`config.mk`:
```
export PLATFORM = sky130hd
export DESIGN_NAME = xfer_count_ctl
export DESIGN_NICKNAME = d
export VERILOG_FILES = /design/src/rtl/xcc_pkg.sv /design/src/rtl/xcc_count_reg.sv /design/src/rtl/xcc_downcount.sv /design/src/rtl/xcc_seq.sv /design/src/rtl/xfer_count_ctl.sv
export SDC_FILE = /design/constraint.sdc
export NUM_CORES = 1
export LEC_CHECK = 0
export BUFFER_PORTS_ARGS = -buffer_cell sky130_fd_sc_hd__buf_4
export CAP_MARGIN = 20
export CELL_PAD_IN_SITES_DETAIL_PLACEMENT = 1
export CELL_PAD_IN_SITES_GLOBAL_PLACEMENT = 2
export CORE_UTILIZATION = 25
export DETAILED_ROUTE_END_ITERATION = 12
export GPL_TIMING_DRIVEN = 0
export PLACE_DENSITY_LB_ADDON = 0.1
export SLEW_MARGIN = 15
export SYNTH_ARGS = -nofsm -noshare
export SYNTH_HDL_FRONTEND = slang
export SYNTH_SLANG_ARGS = --single-unit
```
`constraint.sdc`:
```
create_clock -name clk -period 5.8 [get_ports clk]
set_input_delay 1.74 -clock clk [delete_from_list [all_inputs] [get_ports clk]]
set_output_delay 1.74 -clock clk [all_outputs]
set_load 0.005 [all_outputs]
```
`src/rtl/xcc_pkg.sv`:
```
package xcc_pkg;
    typedef enum logic [1:0] {
        ST_IDLE  = 2'd0,
        ST_COUNT = 2'd1,
        ST_FREE  = 2'd2,
        ST_DONE  = 2'd3
    } xcc_state_t;
endpackage

```
`src/rtl/xcc_count_reg.sv`:
```
module xcc_count_reg #(
    parameter int CNT_W = 16
) (
    input  logic             clk,
    input  logic             rst,
    input  logic             we,
    input  logic [CNT_W-1:0] wdata,
    output logic [CNT_W-1:0] value
);
    always_ff @(posedge clk) begin
        if (rst) begin
            value <= '0;
        end else if (we) begin
            value <= wdata;
        end
    end
endmodule

```
`src/rtl/xcc_downcount.sv`:
```
module xcc_downcount #(
    parameter int CNT_W = 16
) (
    input  logic             clk,
    input  logic             rst,
    input  logic             load,
    input  logic             dec,
    input  logic [CNT_W-1:0] prog,
    output logic             at_one
);
    localparam int CTR_W = CNT_W + 1;
    localparam logic [CTR_W-1:0] FULL_RANGE = CTR_W'(1) << CNT_W;

    logic [CTR_W-1:0] ctr;
    logic [CTR_W-1:0] load_val;

    // A programmed zero selects the full range of the length field.
    always_comb begin
        if (prog == '0) begin
            load_val = FULL_RANGE;
        end else begin
            load_val = {1'b0, prog};
        end
    end

    always_ff @(posedge clk) begin
        if (rst) begin
            ctr <= '0;
        end else if (load) begin
            ctr <= load_val;
        end else if (dec && (ctr != '0)) begin
            ctr <= ctr - CTR_W'(1);
        end
    end

    assign at_one = (ctr == CTR_W'(1));
endmodule

```
`src/rtl/xcc_seq.sv`:
```
module xcc_seq
    import xcc_pkg::*;
(
    input  logic clk,
    input  logic rst,
    input  logic xfer_start,
    input  logic byte_done,
    input  logic repeat_mode,
    input  logic stop_req,
    input  logic at_one,
    output logic load,
    output logic dec,
    output logic stop_pulse,
    output logic last_byte
);
    xcc_state_t state, state_nxt;
    logic       counted_byte;
    logic       final_byte;

    assign counted_byte = (state == ST_COUNT) && byte_done && !xfer_start && !repeat_mode;
    assign final_byte   = counted_byte && at_one;

    always_comb begin
        state_nxt = state;
        unique case (state)
            ST_IDLE, ST_FREE, ST_DONE: begin
                if (xfer_start) begin
                    state_nxt = repeat_mode ? ST_FREE : ST_COUNT;
                end
            end
            ST_COUNT: begin
                if (xfer_start) begin
                    state_nxt = repeat_mode ? ST_FREE : ST_COUNT;
                end else if (repeat_mode) begin
                    state_nxt = ST_FREE;
                end else if (final_byte) begin
                    state_nxt = ST_DONE;
                end
            end
            default: state_nxt = ST_IDLE;
        endcase
    end

    always_ff @(posedge clk) begin
        if (rst) begin
            state <= ST_IDLE;
        end else begin
            state <= state_nxt;
        end
    end

    always_ff @(posedge clk) begin
        if (rst) begin
            stop_pulse <= 1'b0;
        end else begin
            stop_pulse <= final_byte && stop_req;
        end
    end

    always_comb begin
        load      = xfer_start && !repeat_mode;
        dec       = counted_byte;
        last_byte = (state == ST_COUNT) && at_one;
    end
endmodule

```
`src/rtl/xfer_count_ctl.sv`:
```
module xfer_count_ctl #(
    parameter int CNT_W = 16
) (
    input  logic             clk,
    input  logic             rst,
    input  logic             reg_we,
    input  logic [CNT_W-1:0] reg_wdata,
    output logic [CNT_W-1:0] reg_rdata,
    input  logic             xfer_start,
    input  logic             byte_done,
    input  logic             repeat_mode,
    input  logic             stop_req,
    output logic             stop_pulse,
    output logic             last_byte
);
    logic [CNT_W-1:0] prog_len;
    logic             ld;
    logic             dn;
    logic             one_left;

    xcc_count_reg #(.CNT_W(CNT_W)) u_reg (
        .clk   (clk),
        .rst   (rst),
        .we    (reg_we),
        .wdata (reg_wdata),
        .value (prog_len)
    );

    xcc_downcount #(.CNT_W(CNT_W)) u_ctr (
        .clk    (clk),
        .rst    (rst),
        .load   (ld),
        .dec    (dn),
        .prog   (prog_len),
        .at_one (one_left)
    );

    xcc_seq u_seq (
        .clk         (clk),
        .rst         (rst),
        .xfer_start  (xfer_start),
        .byte_done   (byte_done),
        .repeat_mode (repeat_mode),
        .stop_req    (stop_req),
        .at_one      (one_left),
        .load        (ld),
        .dec         (dn),
        .stop_pulse  (stop_pulse),
        .last_byte   (last_byte)
    );

    assign reg_rdata = prog_len;
endmodule

```
# == Yosys cells after proc, flatten, opt, wreduce, memory -nomap -nowiden ==
# Index checks and enable logic that the tools add are counted.
# totals
romBits,0
wordCells,36
mem_bits_rw,0
memories,0
ff_bits,36
latchBits,0
# classes
n_shift,0
add_sub_neg,1
eq_ne,6
reduce_logical,16
bitwise_logic,0
mux,9
n_mul,0
div,0
n_lt_le_gt_ge,0
# op_table
op,count
$mux W17,3
$eq A17 B1 Y1 const B,1
$reduce_bool A17 Y1,1
$sub A17 B1 Y17 const B,1
$logic_not A16 Y1,1
$mux W2,5
$logic_and A1 B1 Y1,8
$eq A2 B2 Y1 const B,2
$ne A4 B3 Y1 const B,1
$pmux W2 S2,1
$reduce_or A3 Y1,1
$eq A2 B1 Y1 const B,1
$logic_not A1 Y1,2
$logic_not A2 Y1,1
$ne A2 B2 Y1 const B,1
$reduce_and A2 Y1,1
$reduce_bool A2 Y1,1

# == Logic depth before layout (Yosys ltp) ==
# Gate-level depths: netlist (run 1).
# logic_depth
word_depth,9
mapped_depth,8
ltp_nobuf,6

# == By module ==
# From an unflattened synthesis (run 1), not the netlist that was laid out.
# hier_totals
cells_unflattened,213
hier_area_um2,1899.3
# modules_own_cells
mod,instances,cells_per_inst,area_each_um2,seq_area_each_um2
xcc_downcount,1,146,1168.6,340.3
xcc_count_reg,1,52,580.6,320.3
xcc_seq,1,15,150.1,60.1

# == Least setup slack after synthesis (run 1) ==
# No wires, ideal clock.
# synth_timing
path_kind,input to register
start,input xfer_start
end,register u_ctr.ctr[2]
t_arrival_ns,3.047
required_time_ns,5.729
slack_ns,2.683
setup_time_ns,0.071
n_path_buf,1
path_stages,5
path_cell_list,nor4b_4 -> nand2_1 -> buf_2 -> or4_1 -> a21oi_1
# synth_via
elab_chain_len,5
elab_cells_between_ends,7
# synth_lines
item,line,text
from (decl),xfer_count_ctl.sv:9,"input logic xfer_start,"
$logic_not A1 Y1,xcc_seq.sv:20,assign counted_byte = (state == ST_COUNT) && byte_done && !xfer_start && !repeat_mode;
$logic_and A1 B1 Y1 (2 in a row),xcc_seq.sv:20,
$logic_and A1 B1 Y1,xcc_downcount.sv:31,end else if (dec && (ctr != '0)) begin
$reduce_bool A2 Y1 (no line),--,
to (signal assigned),xcc_downcount.sv:30,ctr <= load_val;
to (signal assigned),xcc_downcount.sv:32,ctr <= ctr - CTR_W'(1);
to (decl),xcc_downcount.sv:14,logic [CTR_W-1:0] ctr;
# Several ways; a longest one is shown, not always the timed one.
# A chain may end at the register's enable or synchronous reset.

# == Worst setup path after layout (run 1) ==
# layout_timing
start,register u_ctr.ctr[8]
end,output last_byte
# layout_via
elab_chain_len,2
# layout_lines
item,line,text
$eq A17 B1 Y1,xcc_downcount.sv:36,assign at_one = (ctr == CTR_W'(1));
$logic_and A1 B1 Y1,xcc_seq.sv:63,last_byte = (state == ST_COUNT) && at_one;
to (decl),xfer_count_ctl.sv:14,output logic last_byte
# No other way between the ends.

==> results of run 1 <==
worst max-delay path: stages (launching register included):
cell and delay [ns]:
dfxtp_1 0.39, nor4_1 0.55, nand2_1 0.22, nor4b_1 0.35
buf_4 0.17
cell type report:
cell class / count / area (um2)
Timing Repair Buffer: 39 / 292.8
Multi-Input combinational cell: 157 / 1062
Sequential cell: 36 / 720.7
Buffer: 13 / 55.05
Clock inverter: 1 / 5.005
Fill cell: 902 / 4863
Tap cell: 99 / 123.9
Clock buffer: 6 / 72.57
Inverter: 5 / 18.77
power by group through the flow:
stage / sequential [mW] / clock, mW / combinational (mW)
6_report: 0.278 / 0.176 / 0.114
5_1_grt: 0.281 / 0.197 / 0.127
4_1_cts: 0.279 / 0.185 / 0.116
3_5_place_dp: 0.284 / 0 / 0.115
3_3_place_gp: 0.284 / 0 / 0.115
2_1_floorplan: 0.279 / 0 / 0.0699
cell usage after synthesis (3+ instances only):
master,number
dfxtp_1,36
nor2_1,30
mux2i_1,16
nand2_1,10
clkbuf_1,9
o21ai_0,9
o31ai_1,9
or4_1,9
a311oi_1,6
a31oi_1,6
nor4_1,6
inv_1,5
nor3_1,5
a21oi_1,4
nand3_1,4
nand4_1,4
nand2b_1,3
nor4b_1,3
sequential cells by signal, summed over array words and instances (netlist names):
register / count
u_seq.stop_pulse: 1
u_ctr.ctr: 17
u_reg.value: 16
u_seq.state: 2
final timing paths:
check / slack [ns] / to / cells past startpoint / start
setup / recovery: 2.10 / last_byte / 4 / u_ctr.ctr[8]
hold / removal: 0.49 / u_ctr.ctr[15] / 2 / u_ctr.ctr[15]
setup reg to reg: 3.42 / u_ctr.ctr[9] / 4 / u_ctr.ctr[0]
hold reg to reg: 0.49 / u_ctr.ctr[15] / 2 / u_ctr.ctr[15]
placed cells by master (no fill, tap or decap), types with 6 or more instances in the layout:
master,instances
o21ai_0,9
nand2_1,10
nor2_1,30
nor4_1,6
o31ai_1,9
a311oi_1,6
a31oi_1,6
dfxtp_1,36
or4_1,9
clkbuf_1,10
buf_4,40
mux2i_1,16
layer usage:
layer  global-route usage [%]  share of wire, %
met2                    24.20                43
met4                    5.572               2.0
met3                    3.016               3.7
met5                        0                 0
met1                    23.98                51
through the flow:
step,total power [mW],utilization [%],worst slack [ns],area [um2],hold slack (ns)
global placement,0.3988,31.51,2.253,2273,0.4654
CTS,0.5789,32.59,2.080,2351,0.4915
floorplan,0.3488,-,2.683,1857,0.4459
detailed placement,0.3991,31.51,2.236,2273,0.4781
finish,0.5681,32.59,2.099,2351,0.4908
global route,0.6048,32.59,1.866,2351,0.5202
logic make-up (layout without fill, tap and decap cells):
kind of cell | count (synthesis) | count (layout) | synth area share [%]
buffers and inverters | 18 | 64 | 3.976
AOI/OAI and AO/OA | 43 | 43 | 16.31
and+or+nand+nor | 96 | 96 | 30.93
adders and majority gates | 2 | 2 | 1.347
muxes | 16 | 16 | 8.625
DFF | 36 | 36 | 38.81
==> results by group, run 1 <==
Power
  – Combinational power share: roughly a fifth
  – LEAKAGE: roughly 0.94 nW
  – Sw power: around 0.17 mW
  – PD cells: between 200 and 250 mW/mm2
  – VDD IR-drop max: 0.07638 mV
  – Clock Power Share: a little under a third
  – Sw Ratio: 30.49%
  – Flop pwr share: between 40% and 50%
  – Int Power: 0.3948 mW

CTS
  – Clock-pin transition on the worst setup and hold timing paths: 0.07 ns
  – Post_cts resized: 0
  – Hold_buf cts: 0
  – Root Buffer: clkbuf_8
  – Post-CTS Setup Bufs: 0
  – Clock Latency Late Sink: around 0.29 ns
  – CTS Buffer Depth: 2
  – # clock sinks: 36
  – CTS tree: yes
  – Total CTS buffers: 5
  – Htree depth: 2

Floorplanning
  – Initial core utilization: approximately 26%
  – IO Pins: just over 40
  – Rows: 31
  – Die X: 88.18 um
  – Die footprint: 0.007776 mm2
  – Die height: slightly below 90 um
  – Core area: just over 0.007 mm2

Route
  – Vias/cell: 5.053
  – DRC Markers: 0
  – Post-route ant nets: 0
  – Vias after detailed routing: between 1500 and 2000
  – Routed wire length: just under 6 mm
  – Wirelength per Cell: ~17 um
  – TritonRoute pass-1 iters: 4
  – Initial detailed-routing violation count: 58

Logic synthesis
  – Avg Inst Size Synth: between 8 and 9 um2
  – Mapped Cells: about 210
  – Synth Flop Type: dfxtp_1
  – Synth cell types: 47
  – Top-area cell type share of the netlist area: between 30 and 40%
  – Netlist Area Pre-Place: between 0.0015 and 0.002 mm2
  – Seq/Total Area, Yosys: between 30% and 40%
  – Number of flops mapped to enable cells by yosys: 0
  – Synthesized Nets: ~240
  – Post-synth top area cell: dfxtp_1
  – Main area contributors after synthesis: dfxtp_1, mux2i_1, nor2_1
  – Synth Register Bits: 36
  – Asr flop ratio synth: 0%
  – YS warnings: 0

Global routing
  – Largest net degree at the start of global routing: 11
  – GRT overflow: 0
  – First-pass GRT wire length: 9.618 mm
  – Number of global-route vias before repair: 1788
  – Initial antenna violation count: 0
  – Gr usage total: 16.47%

Worst setup path
  – CP Launch Type: flip-flop
  – Setup crit end kind: output port
  – Req. time, crit path: roughly 4.1 ns
  – CP Class: reg -> out
  – Crit path max fanout: 9
  – Arrival time of the worst setup path: between 1.5 and 2 ns

Finish
  – Share of cells above drive strength 1: between 20% and 30%
  – N_diodes: 0
  – Area delta synth->final: 26.62%
  – Final Non-Filler Cells: 356
  – Fin nets: ~280

STA
  – RSZ-0062 raised after global routing: no
  – Slew Limit Fails: 0
  – Total Neg Setup Slack: 0 ns
  – Tmin final: 3.701 ns
  – Fin crit share: between 60% and 70%
  – Normalized max-slew margin: a little under half
  – Fmax: between 200 and 300 MHz
  – Total count of hold-check failures in the final report: 0
  – Setup Viol. Count Final: 0
  – Clock Skew: around 0.0076 ns
  – Measured slew at the worst slew-check pin: slightly above 0.8 ns

Placed design
  – Number of port buffers: 39
  – Hpwl dp: roughly 4.4 mm
  – Placer Congestion: 0.7375
  – Placed Cells: 349

Run status
  – Outcome: finished clean

Run
  – Number of max-cap violations: 0

Min path
  – Hold Path Class: reg -> reg
Note: power is estimated with default switching activity, not from simulation.
==> run 2: changes to the inputs <==
--- a/config.mk
+++ b/config.mk
@@ -5,6 +5,7 @@
 export SDC_FILE = /design/constraint.sdc
 export NUM_CORES = 1
 export LEC_CHECK = 0
+export ABC_AREA = 1
 export BUFFER_PORTS_ARGS = -buffer_cell sky130_fd_sc_hd__buf_4
 export CAP_MARGIN = 20
 export CELL_PAD_IN_SITES_DETAIL_PLACEMENT = 1
==> constraint.sdc (replaced) <==
create_clock -name clk -period 3.06 [get_ports clk]
set_input_delay 0.918 -clock clk [delete_from_list [all_inputs] [get_ports clk]]
set_output_delay 0.918 -clock clk [all_outputs]
set_load 0.005 [all_outputs]
==> run 2 against run 1 <==
Compared with the run above:
- sequential cell count did not move
- routed wire length rose by 15%
- non-clock buffer count fell by 1
- final cell count rose by 31%
- hold slack got worse by 0.0069 ns
- combinational power rose to 2.9 times the previous value
- largest cell class unchanged
- highest routed layer unchanged
==> results by group, run 2 <==
Run status
  – Outcome: finished clean

STA
  – Fmax: 413.7 MHz
  – Total count of hold-check failures in the final report: 0 (unchanged)
  – Normalized max-slew margin: 66.36% (+21 points)
  – Tmin final: roughly 2.4 ns
  – Setup Viol. Count Final: 0 (unchanged)
  – Fin crit share: 78.99%
  – Slew Limit Fails: 0 (unchanged)
  – Clock Skew: 0.01264 ns (+0.005061 ns)
  – Measured slew at the worst slew-check pin: 0.5046 ns (-0.3058 ns)
  – Final hold slack: 0.4839 ns (-0.006919 ns)
  – RSZ-0062 raised after global routing: no
  – Total Neg Setup Slack: 0 ns (unchanged)

Power
  – PD cells: 510.8 mW/mm2 (+110%)
  – Total power: 1.315 mW (+130%)
  – VDD IR-drop max: 0.1638 mV (+110%)
  – LEAKAGE: 1.211 nW (+29%)

Route
  – Vias after detailed routing: 2084 (+16%)
  – Max Used Layer: met4
  – Initial detailed-routing violation count: 33 (-43%)
  – Metal2 WL: 3.109 mm (+22%)
  – TritonRoute pass-1 iters: 4 (unchanged)
  – Post-route ant nets: 0 (unchanged)
  – Vias/cell: 4.453 (-12%)
  – Met1 Routed Length: 3.365 mm (+10%)
  – Routed wl met3: 264 um (+21%)
  – Routed wire length: 6.825 mm (+15%)
  – DRC Markers: 0 (unchanged)
  – Wirelength per Cell: 14.58 um (-13%)

Logic synthesis
  – Seq/Total Area, Yosys: 35.42% (-3.4 points)
  – Top-area cell type share of the netlist area: 35.42% (-3.4 points)
  – Mapped Cells: 318 (+51%)
  – Number of flops mapped to enable cells by yosys: 0 (unchanged)
  – YS warnings: 0 (unchanged)
  – Post-synth top area cell: dfxtp_1
  – Asr flop ratio synth: 0% (unchanged)
  – Count leader, synth: nand2_1
  – Avg Inst Size Synth: 6.398 um2 (-27%)
  – Synthesized Nets: 343 (+45%)
  – Synth cell types: 27 (-43%)
  – Netlist Area Pre-Place: 0.002034 mm2 (+9.6%)
  – Synth Register Bits: 36 (unchanged)
  – Commonest cells post-synth: nand2_1, nor2_1, dfxtp_1
  – Synth Flop Type: dfxtp_1
  – Main area contributors after synthesis: dfxtp_1, nand2_1, nor2_1

CTS
  – Clock Latency Late Sink: 0.30 ns (about the same)
  – CTS Buffer Depth: 2 (unchanged)
  – Root Buffer: clkbuf_8
  – Post-CTS Setup Bufs: 0 (unchanged)
  – Post_cts resized: 0 (unchanged)
  – Total CTS buffers: 5 (unchanged)
  – Hold_buf cts: 0 (unchanged)
  – # clock sinks: 36 (unchanged)
  – Htree depth: 2 (unchanged)
  – Clock-pin transition on the worst setup and hold timing paths: 0.09 ns (+0.02 ns)
  – CTS tree: yes

Finish
  – Fin nets: 390 (+38%)
  – N_diodes: 0 (unchanged)
  – Area delta synth->final: 26.51% (about the same)
  – Fill cells: 1048 (+16%)
  – Max reg flops: 17 (unchanged)
  – Top flop regs: u_ctr.ctr: 17 flops, u_reg.value: 16 flops, u_seq.state: 2 flops
  – Final Non-Filler Cells: 468 (+31%)
  – Share of cells above drive strength 1: 21.58% (-0.59 points)
  – Commonest non-fill, non-tap cells in the layout: nand2_1, nor2_1, buf_4
  – Final Cell Area: 0.002574 mm2 (+9.5%)
  – Largest Register: u_ctr.ctr
  – Commonest non-fill, non-tap cell in the layout: nand2_1

Floorplanning
  – Die height: 92.21 um (+4.6%)
  – Rows: 32 (+3.2%)
  – Core area: 0.007807 mm2 (+8.2%)
  – Die footprint: 0.008503 mm2 (+9.3%)
  – IO Pins: 41 (unchanged)
  – Die X: 92.21 um (+4.6%)
  – Initial core utilization: 26.06% (+0.32 points)

Global routing
  – Number of global-route vias before repair: 2153 (+20%)
  – Initial antenna violation count: 0 (unchanged)
  – Largest net degree at the start of global routing: 13 (+2)
  – Gr usage total: 17.55% (+1.1 points)
  – First-pass GRT wire length: 11.31 mm (+18%)
  – GRT overflow: 0 (unchanged)

Worst setup path
  – Crit path max fanout: 3 (-6)
  – Crit path buf inv count: 2 (+1)
  – Arrival time of the worst setup path: 1.50 ns (-0.46 ns)
  – CP Class: reg -> out
  – Setup crit end kind: output port
  – Req. time, crit path: 2.14 ns (-1.92 ns)
  – Worst path cell trace: inv_1 > ha_1 > nor3b_1 > nand3_1 > nor2_1 > buf_4
  – Worst r2r dst: u_ctr.ctr[10]
  – Worst Reg-to-Reg Cells: 9 (+5)
  – Delay-heaviest family, CP: simple AND/OR/NAND/NOR gates
  – CP Launch Type: flip-flop
  – CP peak stage delay: 0.32 ns (-0.23 ns)
  – Slowest CP cell: dfxtp_1
  – Reg2Reg Setup Slack: 1.18 ns (-2.24 ns)
  – Worst r2r src: u_ctr.ctr[0]

Placed design
  – Placed Cells: 460 (+32%)
  – Placed instance area: 0.002462 mm2 (+8.3%)
  – Placer Congestion: 0.7347 (-0.38%)
  – Number of port buffers: 40 (+2.6%)
  – Hpwl dp: 5.269 mm (+19%)

Min path
  – Hold wc startpoint: u_seq.state[0]
  – Hold Path Class: reg -> reg
  – Hold path cells: 2 (unchanged)
  – Min-Delay Endpoint: u_seq.state[0]

Run
  – Number of max-cap violations: 0 (unchanged)
[run 2: how the worst max path moves through the flow]
stage / from / end / depth (start not counted)
finish: u_ctr.ctr[1] / last_byte / 6
global route: u_ctr.ctr[1] / last_byte / 6
floorplan: xfer_start / u_ctr.ctr[15] / 8
global placement: repeat_mode / u_ctr.ctr[15] / 8
CTS: u_ctr.ctr[1] / last_byte / 6
detailed placement: repeat_mode / u_ctr.ctr[15] / 8
[run 2: area by class of cell]
| type | instances | area [um2] | share of cell area (%) |
|---|---|---|---|
| multi-input combinational | 239 | 1134 | 44.04 |
| sequential | 36 | 720.7 | 28.00 |
| timing repair buffer | 40 | 300.3 | 11.67 |
| tap | 102 | 127.6 | 4.959 |
| inverter | 32 | 120.1 | 4.667 |
| clock buffer | 5 | 68.82 | 2.674 |
| buffer | 11 | 60.06 | 2.333 |
| clock inverter | 3 | 42.54 | 1.653 |
[run 2: cells by family after synthesis]
kind of cell	Yosys count	share of synthesized area, %
AOI/OAI and AO/OA	55	14.45
xor gates and xnor gates	1	0.4306
DFF	36	35.42
buffers and inverters	43	8.855
and+or+nand+nor	181	39.61
adders and majority gates	2	1.230
[run 2: stage by stage]
stage / setup WS, ns / util (%)
floorplan: 1.164 / -
global placement: 0.5765 / 31.54
detailed placement: 0.6160 / 31.54
CTS: 0.5800 / 32.96
global route: 0.5302 / 32.96
finish: 0.6429 / 32.96
[run 2: tightest hold or removal path, stage by stage (launching register included)]
cell     delay [ns]
dfxtp_1        0.34
inv_1          0.06
a21oi_1        0.05
[run 2: per-layer routing]
metal | up-vias | GRT usage [%]
met5 | - | 0
met4 | 0 | 5.078
met3 | 6 | 2.819
met2 | 40 | 28.79
met1 | 939 | 23.59
li1 | 1099 | -
[run 2: where the power goes]
part	internal [mW]	total (mW)	leakage [nW]	switching, mW
logic	0.129	0.329	0.859	0.200
registers	0.503	0.542	0.297	0.0391
clock network	0.242	0.444	0.0541	0.202
